===== src/rtl/acc_pkg.sv =====
package acc_pkg;
  typedef enum logic [2:0] {
    OP_NOP  = 3'd0,
    OP_ADD  = 3'd1,
    OP_SUB  = 3'd2,
    OP_LOAD = 3'd3,
    OP_NEG  = 3'd4,
    OP_CLR  = 3'd5
  } acc_op_e;

  function automatic logic uses_adder(acc_op_e op);
    return (op == OP_ADD) || (op == OP_SUB) || (op == OP_LOAD) || (op == OP_NEG);
  endfunction
endpackage


===== src/rtl/acc_addsub.sv =====
module acc_addsub
  import acc_pkg::*;
#(
  parameter int ACC_W = 40
) (
  input  logic [ACC_W-1:0] acc_i,
  input  logic [ACC_W-1:0] operand_i,
  input  acc_op_e          op_i,
  output logic [ACC_W:0]   ext_o
);
  logic             zero_a, invert_b;
  logic [ACC_W-1:0] a_in, b_src, b_in;

  always_comb begin
    zero_a   = (op_i == OP_LOAD) || (op_i == OP_NEG);
    invert_b = (op_i == OP_SUB)  || (op_i == OP_NEG);
    a_in     = zero_a ? '0 : acc_i;
    b_src    = (op_i == OP_NEG) ? acc_i : operand_i;
    b_in     = invert_b ? ~b_src : b_src;
  end

  // one extra bit keeps the true sign of the exact result
  assign ext_o = {a_in[ACC_W-1], a_in} + {b_in[ACC_W-1], b_in} + (ACC_W+1)'(invert_b);
endmodule


===== src/rtl/acc_satlogic.sv =====
module acc_satlogic #(
  parameter int ACC_W  = 40,
  parameter int FRAC_W = 32
) (
  input  logic [ACC_W:0]   ext_i,
  input  logic             sat_en_i,
  input  logic             mode31_i,
  output logic [ACC_W-1:0] res_o,
  output logic             ovf_flag_o,
  output logic             sat_evt_o
);
  localparam int GUARD_W = ACC_W - FRAC_W;
  localparam logic [ACC_W-1:0] MAX_TOP  = {1'b0, {(ACC_W-1){1'b1}}};
  localparam logic [ACC_W-1:0] MIN_TOP  = {1'b1, {(ACC_W-1){1'b0}}};
  localparam logic [ACC_W-1:0] MAX_FRAC = {{(GUARD_W+1){1'b0}}, {(FRAC_W-1){1'b1}}};
  localparam logic [ACC_W-1:0] MIN_FRAC = {{(GUARD_W+1){1'b1}}, {(FRAC_W-1){1'b0}}};

  logic [ACC_W-1:0]   sum;
  logic [GUARD_W-1:0] guard;
  logic [GUARD_W+1:0] frac_hi;
  logic               neg, top_ovf, guard_ne, frac_ovf;

  always_comb begin
    sum      = ext_i[ACC_W-1:0];
    neg      = ext_i[ACC_W];
    guard    = sum[ACC_W-1:FRAC_W];
    frac_hi  = ext_i[ACC_W:FRAC_W-1];
    top_ovf  = ext_i[ACC_W] ^ ext_i[ACC_W-1];
    guard_ne = !((&guard) || !(|guard));
    frac_ovf = !((&frac_hi) || !(|frac_hi));

    res_o      = sum;
    ovf_flag_o = guard_ne | top_ovf;
    sat_evt_o  = top_ovf;
    if (sat_en_i && mode31_i) begin
      ovf_flag_o = 1'b0;
      sat_evt_o  = frac_ovf;
      if (frac_ovf) res_o = neg ? MIN_FRAC : MAX_FRAC;
    end else if (sat_en_i && top_ovf) begin
      res_o = neg ? MIN_TOP : MAX_TOP;
    end
  end
endmodule


===== src/rtl/acc_lane.sv =====
module acc_lane #(
  parameter int ACC_W = 40
) (
  input  logic             clk_i,
  input  logic             rst_ni,
  input  logic             wr_i,
  input  logic             zero_i,
  input  logic [ACC_W-1:0] res_i,
  input  logic             ovf_i,
  input  logic             sat_evt_i,
  input  logic             clr_sat_i,
  output logic [ACC_W-1:0] acc_o,
  output logic             ovf_o,
  output logic             sat_o
);
  logic [ACC_W-1:0] acc_q;
  logic             ovf_q, sat_q;

  always_ff @(posedge clk_i or negedge rst_ni) begin
    if (!rst_ni) begin
      acc_q <= '0;
      ovf_q <= 1'b0;
      sat_q <= 1'b0;
    end else begin
      if (wr_i) begin
        acc_q <= res_i;
        ovf_q <= ovf_i;
      end else if (zero_i) begin
        acc_q <= '0;
      end
      if (wr_i && sat_evt_i) sat_q <= 1'b1;
      else if (clr_sat_i)    sat_q <= 1'b0;
    end
  end

  assign acc_o = acc_q;
  assign ovf_o = ovf_q;
  assign sat_o = sat_q;

  a_r8_sat_sticky: assert property (@(posedge clk_i) disable iff (!rst_ni)
    (sat_q && !clr_sat_i) |=> sat_q);
  a_r8_sat_clear: assert property (@(posedge clk_i) disable iff (!rst_ni)
    (clr_sat_i && !(wr_i && sat_evt_i)) |=> !sat_q);
  a_r8_sat_set_wins: assert property (@(posedge clk_i) disable iff (!rst_ni)
    (wr_i && sat_evt_i) |=> sat_q);
  a_r3_zero_keeps_flags: assert property (@(posedge clk_i) disable iff (!rst_ni)
    (zero_i && !wr_i && !clr_sat_i) |=> (acc_q == '0) && $stable(ovf_q) && $stable(sat_q));
endmodule


===== src/rtl/sat_acc_adder.sv =====
module sat_acc_adder
  import acc_pkg::*;
#(
  parameter int ACC_W  = 40,
  parameter int FRAC_W = 32
) (
  input  logic             clk_i,
  input  logic             rst_ni,
  input  logic [2:0]       op_code_i,
  input  logic             acc_sel_i,
  input  logic [ACC_W-1:0] operand_i,
  input  logic             sat_en_a_i,
  input  logic             sat_en_b_i,
  input  logic             sat_mode31_i,
  input  logic             clr_sat_i,
  input  logic             ovf_trap_en_a_i,
  input  logic             ovf_trap_en_b_i,
  input  logic             cat_trap_en_i,
  output logic [ACC_W-1:0] acc_a_o,
  output logic [ACC_W-1:0] acc_b_o,
  output logic             oa_o,
  output logic             ob_o,
  output logic             sa_o,
  output logic             sb_o,
  output logic             oab_o,
  output logic             sab_o,
  output logic             ovf_trap_o,
  output logic             cat_trap_o
);
  localparam int NUM_ACC = 2;

  acc_op_e          op;
  logic [ACC_W-1:0] acc_q   [NUM_ACC];
  logic             ovf_q   [NUM_ACC];
  logic             sat_q   [NUM_ACC];
  logic             sat_en  [NUM_ACC];
  logic [ACC_W-1:0] sel_acc, res;
  logic [ACC_W:0]   ext;
  logic             sel_sat_en, ovf_flag, sat_evt, thru;

  assign op         = acc_op_e'(op_code_i);
  assign thru       = uses_adder(op);
  assign sat_en[0]  = sat_en_a_i;
  assign sat_en[1]  = sat_en_b_i;
  assign sel_acc    = acc_q[acc_sel_i];
  assign sel_sat_en = sat_en[acc_sel_i];

  acc_addsub #(.ACC_W(ACC_W)) u_addsub (
    .acc_i     (sel_acc),
    .operand_i (operand_i),
    .op_i      (op),
    .ext_o     (ext)
  );

  acc_satlogic #(.ACC_W(ACC_W), .FRAC_W(FRAC_W)) u_sat (
    .ext_i      (ext),
    .sat_en_i   (sel_sat_en),
    .mode31_i   (sat_mode31_i),
    .res_o      (res),
    .ovf_flag_o (ovf_flag),
    .sat_evt_o  (sat_evt)
  );

  for (genvar g = 0; g < NUM_ACC; g++) begin : g_lane
    logic hit;
    assign hit = (acc_sel_i == 1'(g));
    acc_lane #(.ACC_W(ACC_W)) u_lane (
      .clk_i     (clk_i),
      .rst_ni    (rst_ni),
      .wr_i      (hit && thru),
      .zero_i    (hit && (op == OP_CLR)),
      .res_i     (res),
      .ovf_i     (ovf_flag),
      .sat_evt_i (sat_evt),
      .clr_sat_i (clr_sat_i),
      .acc_o     (acc_q[g]),
      .ovf_o     (ovf_q[g]),
      .sat_o     (sat_q[g])
    );
  end

  assign acc_a_o    = acc_q[0];
  assign acc_b_o    = acc_q[1];
  assign oa_o       = ovf_q[0];
  assign ob_o       = ovf_q[1];
  assign sa_o       = sat_q[0];
  assign sb_o       = sat_q[1];
  assign oab_o      = ovf_q[0] | ovf_q[1];
  assign sab_o      = sat_q[0] | sat_q[1];
  assign ovf_trap_o = (ovf_q[0] & ovf_trap_en_a_i) | (ovf_q[1] & ovf_trap_en_b_i);
  assign cat_trap_o = cat_trap_en_i & ((sat_q[0] & ~sat_en_a_i) | (sat_q[1] & ~sat_en_b_i));

  a_r6_no_guard_flag_a: assert property (@(posedge clk_i) disable iff (!rst_ni)
    (thru && !acc_sel_i && sat_en_a_i && sat_mode31_i) |=> !oa_o);
  a_r6_frac_range_a: assert property (@(posedge clk_i) disable iff (!rst_ni)
    (thru && !acc_sel_i && sat_en_a_i && sat_mode31_i)
      |=> ((&acc_a_o[ACC_W-1:FRAC_W-1]) || !(|acc_a_o[ACC_W-1:FRAC_W-1])));
  a_r2_other_b_stable: assert property (@(posedge clk_i) disable iff (!rst_ni)
    !acc_sel_i |=> ($stable(acc_b_o) && $stable(ob_o)));
  a_r2_other_a_stable: assert property (@(posedge clk_i) disable iff (!rst_ni)
    acc_sel_i |=> ($stable(acc_a_o) && $stable(oa_o)));
  a_r11_idle_holds: assert property (@(posedge clk_i) disable iff (!rst_ni)
    (!thru && op != OP_CLR && !clr_sat_i)
      |=> ($stable(acc_a_o) && $stable(acc_b_o) && $stable(sab_o) && $stable(oab_o)));
endmodule


===== config.mk =====
export PLATFORM = sky130hd
export DESIGN_NAME = sat_acc_adder
export DESIGN_NICKNAME = d
export VERILOG_FILES = /design/src/rtl/acc_pkg.sv /design/src/rtl/acc_addsub.sv /design/src/rtl/acc_satlogic.sv /design/src/rtl/acc_lane.sv /design/src/rtl/sat_acc_adder.sv
export SDC_FILE = /design/constraint.sdc
export NUM_CORES = 1
export LEC_CHECK = 0
export ABC_AREA = 1
export BUFFER_PORTS_ARGS = -buffer_cell sky130_fd_sc_hd__buf_2
export CORE_MARGIN = 2
export CORE_UTILIZATION = 45
export DETAILED_ROUTE_END_ITERATION = 8
export PLACE_DENSITY = 0.66
export SYNTH_ARGS = -nofsm -noshare
export SYNTH_HDL_FRONTEND = slang
export SYNTH_SLANG_ARGS = --single-unit

===== constraint.sdc =====
create_clock -name clk_i -period 5.4 [get_ports clk_i]
set_clock_uncertainty 0.2 [all_clocks]
set_input_delay 1.08 -clock clk_i [delete_from_list [all_inputs] [get_ports clk_i]]
set_output_delay 1.08 -clock clk_i [all_outputs]
set_load 0.03 [all_outputs]

Yosys cells after proc, flatten, opt, wreduce, memory -nomap -nowiden

Index checks and enable logic that the tools add are counted.

Add/subtract/negate cells: 2
Magnitude comparators: 1
Eq/ne operators: 5
Muxes and demuxes: 23
Bitwise logic cells: 16
Reduce and logical (&&, ||, !) cells: 27

Operators with widths:

| operator                                                        | count |
|---|---|
| 40-bit 2-to-1 mux                                               | 15 |
| 40-bit by 40-bit adder with 41-bit output                       | 1 |
| 41-bit by 1-bit adder with 41-bit output                        | 1 |
| 40-bit inverter                                                 | 1 |
| 10-bit AND reduction                                            | 1 |
| 10-bit OR reduction                                             | 1 |
| 1-bit logical AND                                               | 8 |
| 1-bit 2-to-1 mux                                                | 8 |
| 8-bit AND reduction                                             | 1 |
| 2-bit nonzero test                                              | 4 |
| 8-bit OR reduction                                              | 1 |
| 1-bit logical OR                                                | 7 |
| 3-bit by 2-bit == test with 1-bit output, second input constant | 2 |
| 3-bit == test, second input constant                            | 2 |
| 1-bit AND                                                       | 5 |
| 1-bit OR                                                        | 5 |
| 1-bit logical NOT                                               | 4 |
| 3-bit by 1-bit == test with 1-bit output, second input constant | 1 |
| 1-bit inverter                                                  | 3 |
| 2-bit >= comparator, second input constant                      | 1 |
| 1-bit inverter with 2-bit output                                | 1 |
| 1-bit XOR                                                       | 1 |

Register bits: 84
Output and inout port bits: 88
Logic and storage cells: 80

Longest topological paths before layout

Gate-level depths: netlist of the first run.

Depth in word-level cells: 16
Depth in mapped cells: 35
Mapped depth without buffers: 32

Hierarchy

A second synthesis of the first run with hierarchy kept.

Cell total of the unflattened synthesis: 1518
Area total of the unflattened synthesis: 9105.0 µm²

By module, submodules not included:

| module        | instances | cells each | area an instance (µm²) | sequential area each (µm²) |
|---|---|---|---|---|
| acc_addsub    | 1         | 729        | 3900.0                 | 0.0 |
| acc_lane      | 2         | 178        | 1619.1                 | 1051.0 |
| acc_satlogic  | 1         | 283        | 1326.3                 | 0.0 |
| sat_acc_adder | 1         | 150        | 640.6                  | 0.0 |

Least setup slack after synthesis of the first run

No wires, ideal clock.

Path type: input to register
Start point: input op_code_i[0]
End point: register g_lane[0].u_lane.acc_q[14]
Arrival time: 5.081 ns
Required time: 5.083 ns
Slack: 0.001 ns
Cell stages on the path: 27
Path buffers: 3
Path through: nor2_1 > nand2_2 > nand2_2 > clkbuf_1 > buf_1 > xor2_1 > ha_1 > a21oi_1 > o21ai_0 > inv_1 > nand2_1 > a21oi_1 > nand2_1 > nand2_1 > o211ai_2 > xor2_2 > ha_1 > inv_1 > nor2_1 > clkbuf_1 > nand2_1 > nand2_1 > inv_1 > o21ai_0 > nand3_2 > nand2_1 > nand2_1

Word-level cells in the longest chain between the ends: 12

Ends and longest elaborated chain:

| element                                   | RTL line           | text |
|---|---|---|
| start, declared                           | sat_acc_adder.sv:9 | `input logic [2:0] op_code_i,` |
| 3-bit == test                             | --                 |  |
| 40-bit 2-to-1 mux                         | acc_addsub.sv:18   | `b_src = (op_i == OP_NEG) ? acc_i : operand_i;` |
| 40-bit inverter                           | acc_addsub.sv:19   | `b_in = invert_b ? ~b_src : b_src;` |
| 40-bit 2-to-1 mux                         | acc_addsub.sv:19   |  |
| 40-bit by 40-bit adder with 41-bit output | acc_addsub.sv:23   | `assign ext_o = {a_in[ACC_W-1], a_in} + {b_in[ACC_W-1], b_in} + (ACC_W+1)'(invert_b);` |
| 41-bit by 1-bit adder with 41-bit output  | acc_addsub.sv:23   |  |
| 10-bit OR reduction                       | acc_satlogic.sv:30 | `frac_ovf = !((&frac_hi) \|\| !(\|frac_hi));` |
| 1-bit logical NOT                         | acc_satlogic.sv:30 |  |
| 1-bit logical OR                          | acc_satlogic.sv:30 |  |
| 40-bit 2-to-1 mux                         | acc_satlogic.sv:38 | `if (frac_ovf) res_o = neg ? MIN_FRAC : MAX_FRAC;` |
| 40-bit 2-to-1 mux                         | acc_satlogic.sv:35 | `if (sat_en_i && mode31_i) begin` |
| 40-bit 2-to-1 mux                         | acc_lane.sv:25     | `if (wr_i) begin` |
| end signal, assigned                      | acc_lane.sv:26     | `acc_q <= res_i;` |
| end, declared                             | acc_lane.sv:16     | `logic [ACC_W-1:0] acc_q;` |

Parallel ways exist; a longest one is shown, timed or not.
A chain may end at the register's enable or synchronous reset.

Worst setup path after layout of the first run

Start point: input acc_sel_i
End point: register g_lane[1].u_lane.acc_q[30]

Word-level cells in the longest chain between the ends: 15

Ends and longest elaborated chain:

| element                                                | RTL line                                 | text |
|---|---|---|
| start, declared                                        | sat_acc_adder.sv:10                      | `input logic acc_sel_i,` |
| 1-bit inverter with 2-bit output (not written as such) | sat_acc_adder.sv:45, sat_acc_adder.sv:46 |  |
| 40-bit 2-to-1 mux (not written as such) (3 in series)  | sat_acc_adder.sv:45                      | `assign sel_acc = acc_q[acc_sel_i];` |
| 40-bit 2-to-1 mux                                      | acc_addsub.sv:18                         |  |
| 40-bit inverter                                        | acc_addsub.sv:19                         |  |
| 40-bit 2-to-1 mux                                      | acc_addsub.sv:19                         |  |
| 40-bit by 40-bit adder with 41-bit output              | acc_addsub.sv:23                         |  |
| 41-bit by 1-bit adder with 41-bit output               | acc_addsub.sv:23                         |  |
| 10-bit OR reduction                                    | acc_satlogic.sv:30                       |  |
| 1-bit logical NOT                                      | acc_satlogic.sv:30                       |  |
| 1-bit logical OR                                       | acc_satlogic.sv:30                       |  |
| 40-bit 2-to-1 mux                                      | acc_satlogic.sv:38                       |  |
| 40-bit 2-to-1 mux                                      | acc_satlogic.sv:35                       |  |
| 40-bit 2-to-1 mux                                      | acc_lane.sv:25                           |  |
| end signal, assigned                                   | acc_lane.sv:26                           |  |
| end, declared                                          | acc_lane.sv:16                           |  |

Parallel ways exist; a longest one is shown, timed or not. The select of a mux whose other input is x is not followed.

==> flow_summary_export.csv, run 1 <==
group,metric,value,unit
power_and_ir_drop,p_per_area,614,mW/mm^2
die,start_util,0.455,
synth,avgSynthCellArea,5.91,sq um
critical_path,reg2reg_from,"g_lane[1].u_lane.acc_o[1]",
finish,stdcell_count,1961,
cts,htreeDepth,3,
finish,fill_cells,2170,
placement,io_buffers,140,
synth,synthTopCellsByCount,"nand2_1 (724), inv_1 (158), nor2_1 (111)",
critical_path,r2r_slack,1130,ps
critical_path,startpoint_type,"primary input",
placement,dp.cells,1945,
global_routing,grtUsageTotal,0.295,
sta,min_period,5090,ps
synth,yosysSeqAreaShare,0.230,
sta,relSlewSlack,0.216,
critical_path,ff2ff_path_depth,24,
job,cap_violations,0,
finish,nets,1781,
synth,async_flop_share,1.00,
cts,cts_tree,"built",
sta,tightest_slew,1170,ps
sta,setup_slack,306,ps
finish,final_core_util,0.533,
die,die_w,146,um
route,drt-pass1-iter-count,6,
placement,hpwl,25000,um
cts,clkTransAtPathRegs,70,ps
route,wl_per_cell,16.1,um
cts,cts_buffer_depth,2,
synth,yosys_warnings,0,
critical_path,cp.required,5490,ps
finish,drive_gt1_frac,0.170,
synth,syn-num-nets,1639,
cts,postCtsHoldBufs,0,
sta,fmax,0.196,GHz
die,core_area,0.0200,sq mm
critical_path,crit_top_cell,"nand2_1",
worst_hold_path,whs_endpoint,"g_lane[0].u_lane.acc_o[7]",
placement,dp_worst_setup_slack,-79.5,ps
synth,synth_area_leaders,"nand2_1 (30%), dfrtp_1 (23%), inv_1 (6.5%)",
sta,period_share,0.943,
run_status,status,"finished clean",
synth,synth_edf_count,0,
global_routing,grt_pass1_wl,50000,um
synth,ys_ff_latch,84,
power_and_ir_drop,max-vdd-ir-drop,0.000365,V
sta,slew_violations,0,
finish,multi_input_area,0.00616,sq mm
route,antenna_left,0,
cts,numCtsBuffers,9,
cts,clk_latency,350,ps
cts,clock_sinks,84,
die,placementRows,52,
synth,yosysUniqueCellTypes,44,
route,viasPerCell,5.20,
cts,root_buffer,"clkbuf_16",
power_and_ir_drop,p_leak,6.39,nW
worst_hold_path,holdPathStages,2,
critical_path,r2r_end,"g_lane[1].u_lane.acc_o[30]",
die,die_area,0.0214,sq mm
synth,synth.cell_area,0.00912,sq mm
finish,ff_latch_area,0.00210,sq mm
die,io-pin-count,141,
critical_path,crit_path_max_incr_delay,430,ps
finish,diodes,0,
finish,area_growth,17.2,%
synth,synth_cells,1544,
sta,rsz0062_at_grt,"false",
synth,synth_top_cell_by_area,"nand2_1",
critical_path,critPathKind,"in2reg",
synth,yosys.cell_count.top_type,"nand2_1",
route,drt-total-wl,31700,um
route,drt_iter0_markers,999,
route,via_count,10190,
critical_path,cp_max_fo,11,
sta,finalSetupViolCount,0,
critical_path,cp_slowest_cell,"xor2_1",
critical_path,cp-end-kind,"flop",
worst_hold_path,min-delay-start,"g_lane[0].u_lane.acc_o[7]",
sta,final_hold_viol_count,0,
power_and_ir_drop,finalPower,6.56,mW
finish,stdcell_area,0.0107,sq mm
global_routing,grt_overflow,0,
die,die_height,146,um
placement,placed_area,0.0104,sq mm
worst_hold_path,hold_class,"reg2reg",
route,remaining_drc_errors,0,
critical_path,worstPathArrival,5180,ps
global_routing,grt_pass1_vias,9392,
global_routing,antenna_found_initial,0,
global_routing,grt_max_degree,65,
placement,globalplace.congestion,0.990,
synth,synthFlopType,"dfrtp_1",
synth,synth_top_area_frac,0.298,
-- sequential cells by signal, summed over array words and instances, names as in the netlist --
register             cells
g_lane.u_lane.acc_o     80
g_lane.u_lane.ovf_o      2
g_lane.u_lane.sat_o      2
-- layout make-up --
| cell class | count | area share |
|---|---|---|
| Clock buffer | 9 | 0.0211 |
| Clock inverter | 7 | 0.00480 |
| Inverter | 163 | 0.0575 |
| Multi-Input combinational cell | 1237 | 0.576 |
| Sequential cell | 84 | 0.197 |
| Tap cell | 270 | 0.0316 |
| Timing Repair Buffer | 191 | 0.112 |
-- power breakdown --
group / internal, mW / total, mW / leakage (nW) / switching [mW]
Combinational: 1.55 / 4.82 / 5.20 / 3.27
Clock: 0.313 / 0.583 / 0.132 / 0.270
Sequential: 0.910 / 1.16 / 1.06 / 0.253
-- cell usage in the layout, fill, tap and decap left out, types with 10 or more instances in the layout --
| cell type | netlist | final |
|---|---|---|
| nand2_1 | 724 | 724 |
| inv_1 | 158 | 158 |
| buf_2 | 4 | 139 |
| nor2_1 | 111 | 107 |
| dfrtp_1 | 84 | 84 |
| o21ai_0 | 65 | 65 |
| nand3_1 | 60 | 60 |
| xor2_1 | 55 | 55 |
| buf_4 | 2 | 43 |
| a21oi_1 | 46 | 42 |
| ha_1 | 41 | 41 |
| nand3_2 | 40 | 40 |
| nand2_2 | 13 | 13 |
| xnor2_1 | 13 | 13 |
| nand4_1 | 10 | 10 |
-- layer usage --
| layer | global-route usage | routed length (um) |
|---|---|---|
| met2 | 0.445 | 13500 |
| met5 | 0 | 0 |
| met4 | 0.0772 | 624 |
| met1 | 0.454 | 15300 |
| met3 | 0.0228 | 2270 |
-- per-stage QoR --
step	hold WS [ps]	TNS (ps)
4_1_cts	304	0
5_1_grt	333	0
6_report	302	0
2_1_floorplan	472	0
3_3_place_gp	288	-12.2
3_5_place_dp	287	-1660
-- how the worst max path moves through the flow --
stage	slack [ps]	cells after the start	startpoint	endpoint
2_1_floorplan	1	27	op_code_i[0]	g_lane[0].u_lane.acc_o[14]
3_3_place_gp	-9	29	acc_sel_i	g_lane[1].u_lane.acc_o[8]
3_5_place_dp	-80	31	acc_sel_i	g_lane[0].u_lane.acc_o[8]
4_1_cts	260	31	acc_sel_i	g_lane[0].u_lane.acc_o[8]
5_1_grt	6	30	acc_sel_i	g_lane[0].u_lane.acc_o[10]
6_report	310	27	acc_sel_i	g_lane[1].u_lane.acc_o[30]
-- cells by family after synthesis --
kind of cell / synth area share
AO/OA/AOI/OAI: 0.0816
adder cells (fa/ha/maj): 0.0584
flip-flops: 0.230
buffers and inverters: 0.0992
AND/OR/NAND/NOR: 0.461
XOR/XNOR: 0.0671
multiplexers: 0.00219
-- timing repair --
| action | CTS | global route |
|---|---|---|
| endpoints found under the setup margin | 0 | 78 |
| buffers inserted | 0 | 0 |
| gates resized for setup | 0 | 6 |
-- worst max-delay path, delay by kind of cell --
kind,cells,cell delay (ps)
xor gates and xnor gates,2,690
AOI/OAI and AO/OA,3,750
and+or+nand+nor,15,1410
buffers and inverters,6,840
adders and majority gates,1,410
(Power assumes the default switching activity.)
==> run 2: changes to the inputs <==
--- a/config.mk
+++ b/config.mk
@@ -8,9 +8,9 @@
 export ABC_AREA = 1
 export BUFFER_PORTS_ARGS = -buffer_cell sky130_fd_sc_hd__buf_2
 export CORE_MARGIN = 2
-export CORE_UTILIZATION = 45
+export CORE_UTILIZATION = 55
 export DETAILED_ROUTE_END_ITERATION = 8
-export PLACE_DENSITY = 0.66
+export PLACE_DENSITY = 0.78
 export SYNTH_ARGS = -nofsm -noshare
 export SYNTH_HDL_FRONTEND = slang
 export SYNTH_SLANG_ARGS = --single-unit
==> run 2 against run 1 <==
Routed wire length fell by 1.6%. Cell area barely moved. Largest cell class unchanged. Global-route usage rose by 5.8 points. Critical path depth rose by 3. Largest power group unchanged. First-iteration DRC count fell by 14%. Flip-flop and latch count did not move.
==> flow_summary_export.csv, run 2 (same netlist as run 1, synthesis figures left out) <==
group,metric,value,unit
cts,cts_tree,"built",
sta,final_hold_viol_count,0,
finish,mostFrequentLayoutCells,"nand2_1 (724), inv_1 (158), buf_2 (139), nor2_1 (107), dfrtp_1 (84)",
cts,postCtsHoldBufs,0,
power_and_ir_drop,pwr-share-seq,0.177,
die,start_util,0.556,
sta,tightest_slew,702,ps
power_and_ir_drop,p_leak,6.43,nW
power_and_ir_drop,p_switching,3.79,mW
finish,largest_register_ffs,80,
cts,clk_latency,340,ps
sta,finalSetupViolCount,0,
critical_path,cp-end-kind,"flop",
power_and_ir_drop,comb_power_share,0.735,
sta,rsz0062_at_grt,"false",
die,io-pin-count,141,
cts,cts_resized,0,
route,viasPerCell,5.32,
sta,relSlewSlack,0.532,
global_routing,grtUsageTotal,0.353,
power_and_ir_drop,internal_power,2.79,mW
die,die_height,133,um
route,drt-pass1-iter-count,5,
global_routing,grt_pass1_vias,9315,
cts,root_buffer,"clkbuf_16",
sta,fmax,0.201,GHz
die,core_area,0.0164,sq mm
cts,clock_sinks,84,
power_and_ir_drop,switching_share,0.576,
sta,min_period,4970,ps
job,cap_violations,0,
worst_hold_path,hold_class,"reg2reg",
critical_path,cp_max_fo,21,
critical_path,worstPathArrival,5000,ps
critical_path,startpoint_type,"primary input",
placement,dp_worst_setup_slack,97.5,ps
sta,slew_violations,0,
placement,hpwl,24700,um
finish,diodes,0,
placement,globalplace.congestion,0.946,
cts,htreeDepth,3,
global_routing,grt_pass1_wl,49300,um
die,die_w,133,um
sta,period_share,0.920,
run_status,status,"finished clean",
cts,numCtsBuffers,9,
sta,setup_slack,433,ps
cts,clkTransAtPathRegs,60,ps
critical_path,cp.required,5430,ps
route,via_count,10203,
power_and_ir_drop,p_clk_frac,0.088,
cts,cts_post_setup_buffers_inserted,0,
sta,fin_setup_tns,0,ps
global_routing,grt_overflow,0,
route,antenna_left,0,
route,drt-total-wl,31200,um
global_routing,antenna_found_initial,0,
global_routing,grt_max_degree,57,
route,drt_iter0_markers,862,
critical_path,crit_path_max_incr_delay,290,ps
route,wl_per_cell,16.2,um
finish,nets,1788,
power_and_ir_drop,max-vdd-ir-drop,0.000420,V
cts,cts_buffer_depth,2,
finish,final_common_cell,"nand2_1",
power_and_ir_drop,p_per_area,614,mW/mm^2
critical_path,crit_top_cell,"nand2_1",
critical_path,critPathKind,"in2reg",
critical_path,cp_slowest_cell,"ha_1",
placement,io_buffers,140,
route,remaining_drc_errors,0,
finish,drive_gt1_frac,0.171,
finish,area_growth,17.3,%
die,placementRows,47,
die,die_area,0.0176,sq mm
-- run 2: stage by stage --
step	hold slack [ps]	cell area, sq um	power, mW	utilization	cells
after floorplan	472	9120	4.33	-	1544
after CTS	301	10700	6.50	0.652	1918
after global placement	283	10400	5.86	0.635	1902
after detailed placement	283	10400	5.89	0.635	1902
after global routing	321	10700	7.07	0.652	1918
final	297	10700	6.57	0.652	1918
-- run 2: critical path, delay by kind of cell --
family / cells / cell delay (ps)
and+or+nand+nor: 14 / 1400
buffers and inverters: 10 / 1070
adders and majority gates: 2 / 560
xor gates and xnor gates: 1 / 180
AOI/OAI and AO/OA: 3 / 690
-- run 2: layout make-up --
type	instances	area, sq um
Clock buffer	10	229
Clock inverter	6	48.8
Fill cell	1640	5710
Inverter	163	614
Multi-Input combinational cell	1237	6140
Sequential cell	84	2100
Tap cell	220	275
Timing Repair Buffer	198	1290
-- run 2: routing by layer --
metal	wire [um]	vias to the layer above	GRT usage	share of wire
met4	396	0	0.0639	0.013
li1	-	5086	-	-
met5	0	-	0	0
met3	2230	28	0.0387	0.072
met1	15000	4734	0.550	0.48
met2	13500	355	0.531	0.43
-- run 2: power by group through the flow --
stage / registers [mW] / logic (mW) / clock network [mW]
floorplan: 1.66 / 2.67 / 0
global placement: 1.17 / 4.69 / 0
detailed placement: 1.16 / 4.72 / 0
CTS: 1.16 / 4.76 / 0.586
global route: 1.19 / 5.27 / 0.609
finish: 1.16 / 4.83 / 0.579
-- run 2: path summary, 6_finish.rpt --
kind,start,to,slack [ps],cells after the start
max,acc_sel_i,g_lane[1].u_lane.acc_o[7],430,30
min,g_lane[1].u_lane.acc_o[36],g_lane[1].u_lane.acc_o[36],300,2
min in group asynchronous,rst_ni,g_lane[1].u_lane.acc_o[9],460,1
max reg2reg,g_lane[1].u_lane.acc_o[0],g_lane[1].u_lane.acc_o[28],1160,29
max in group asynchronous,rst_ni,g_lane[0].u_lane.acc_o[37],3510,2
min reg2reg,g_lane[1].u_lane.acc_o[36],g_lane[1].u_lane.acc_o[36],300,2
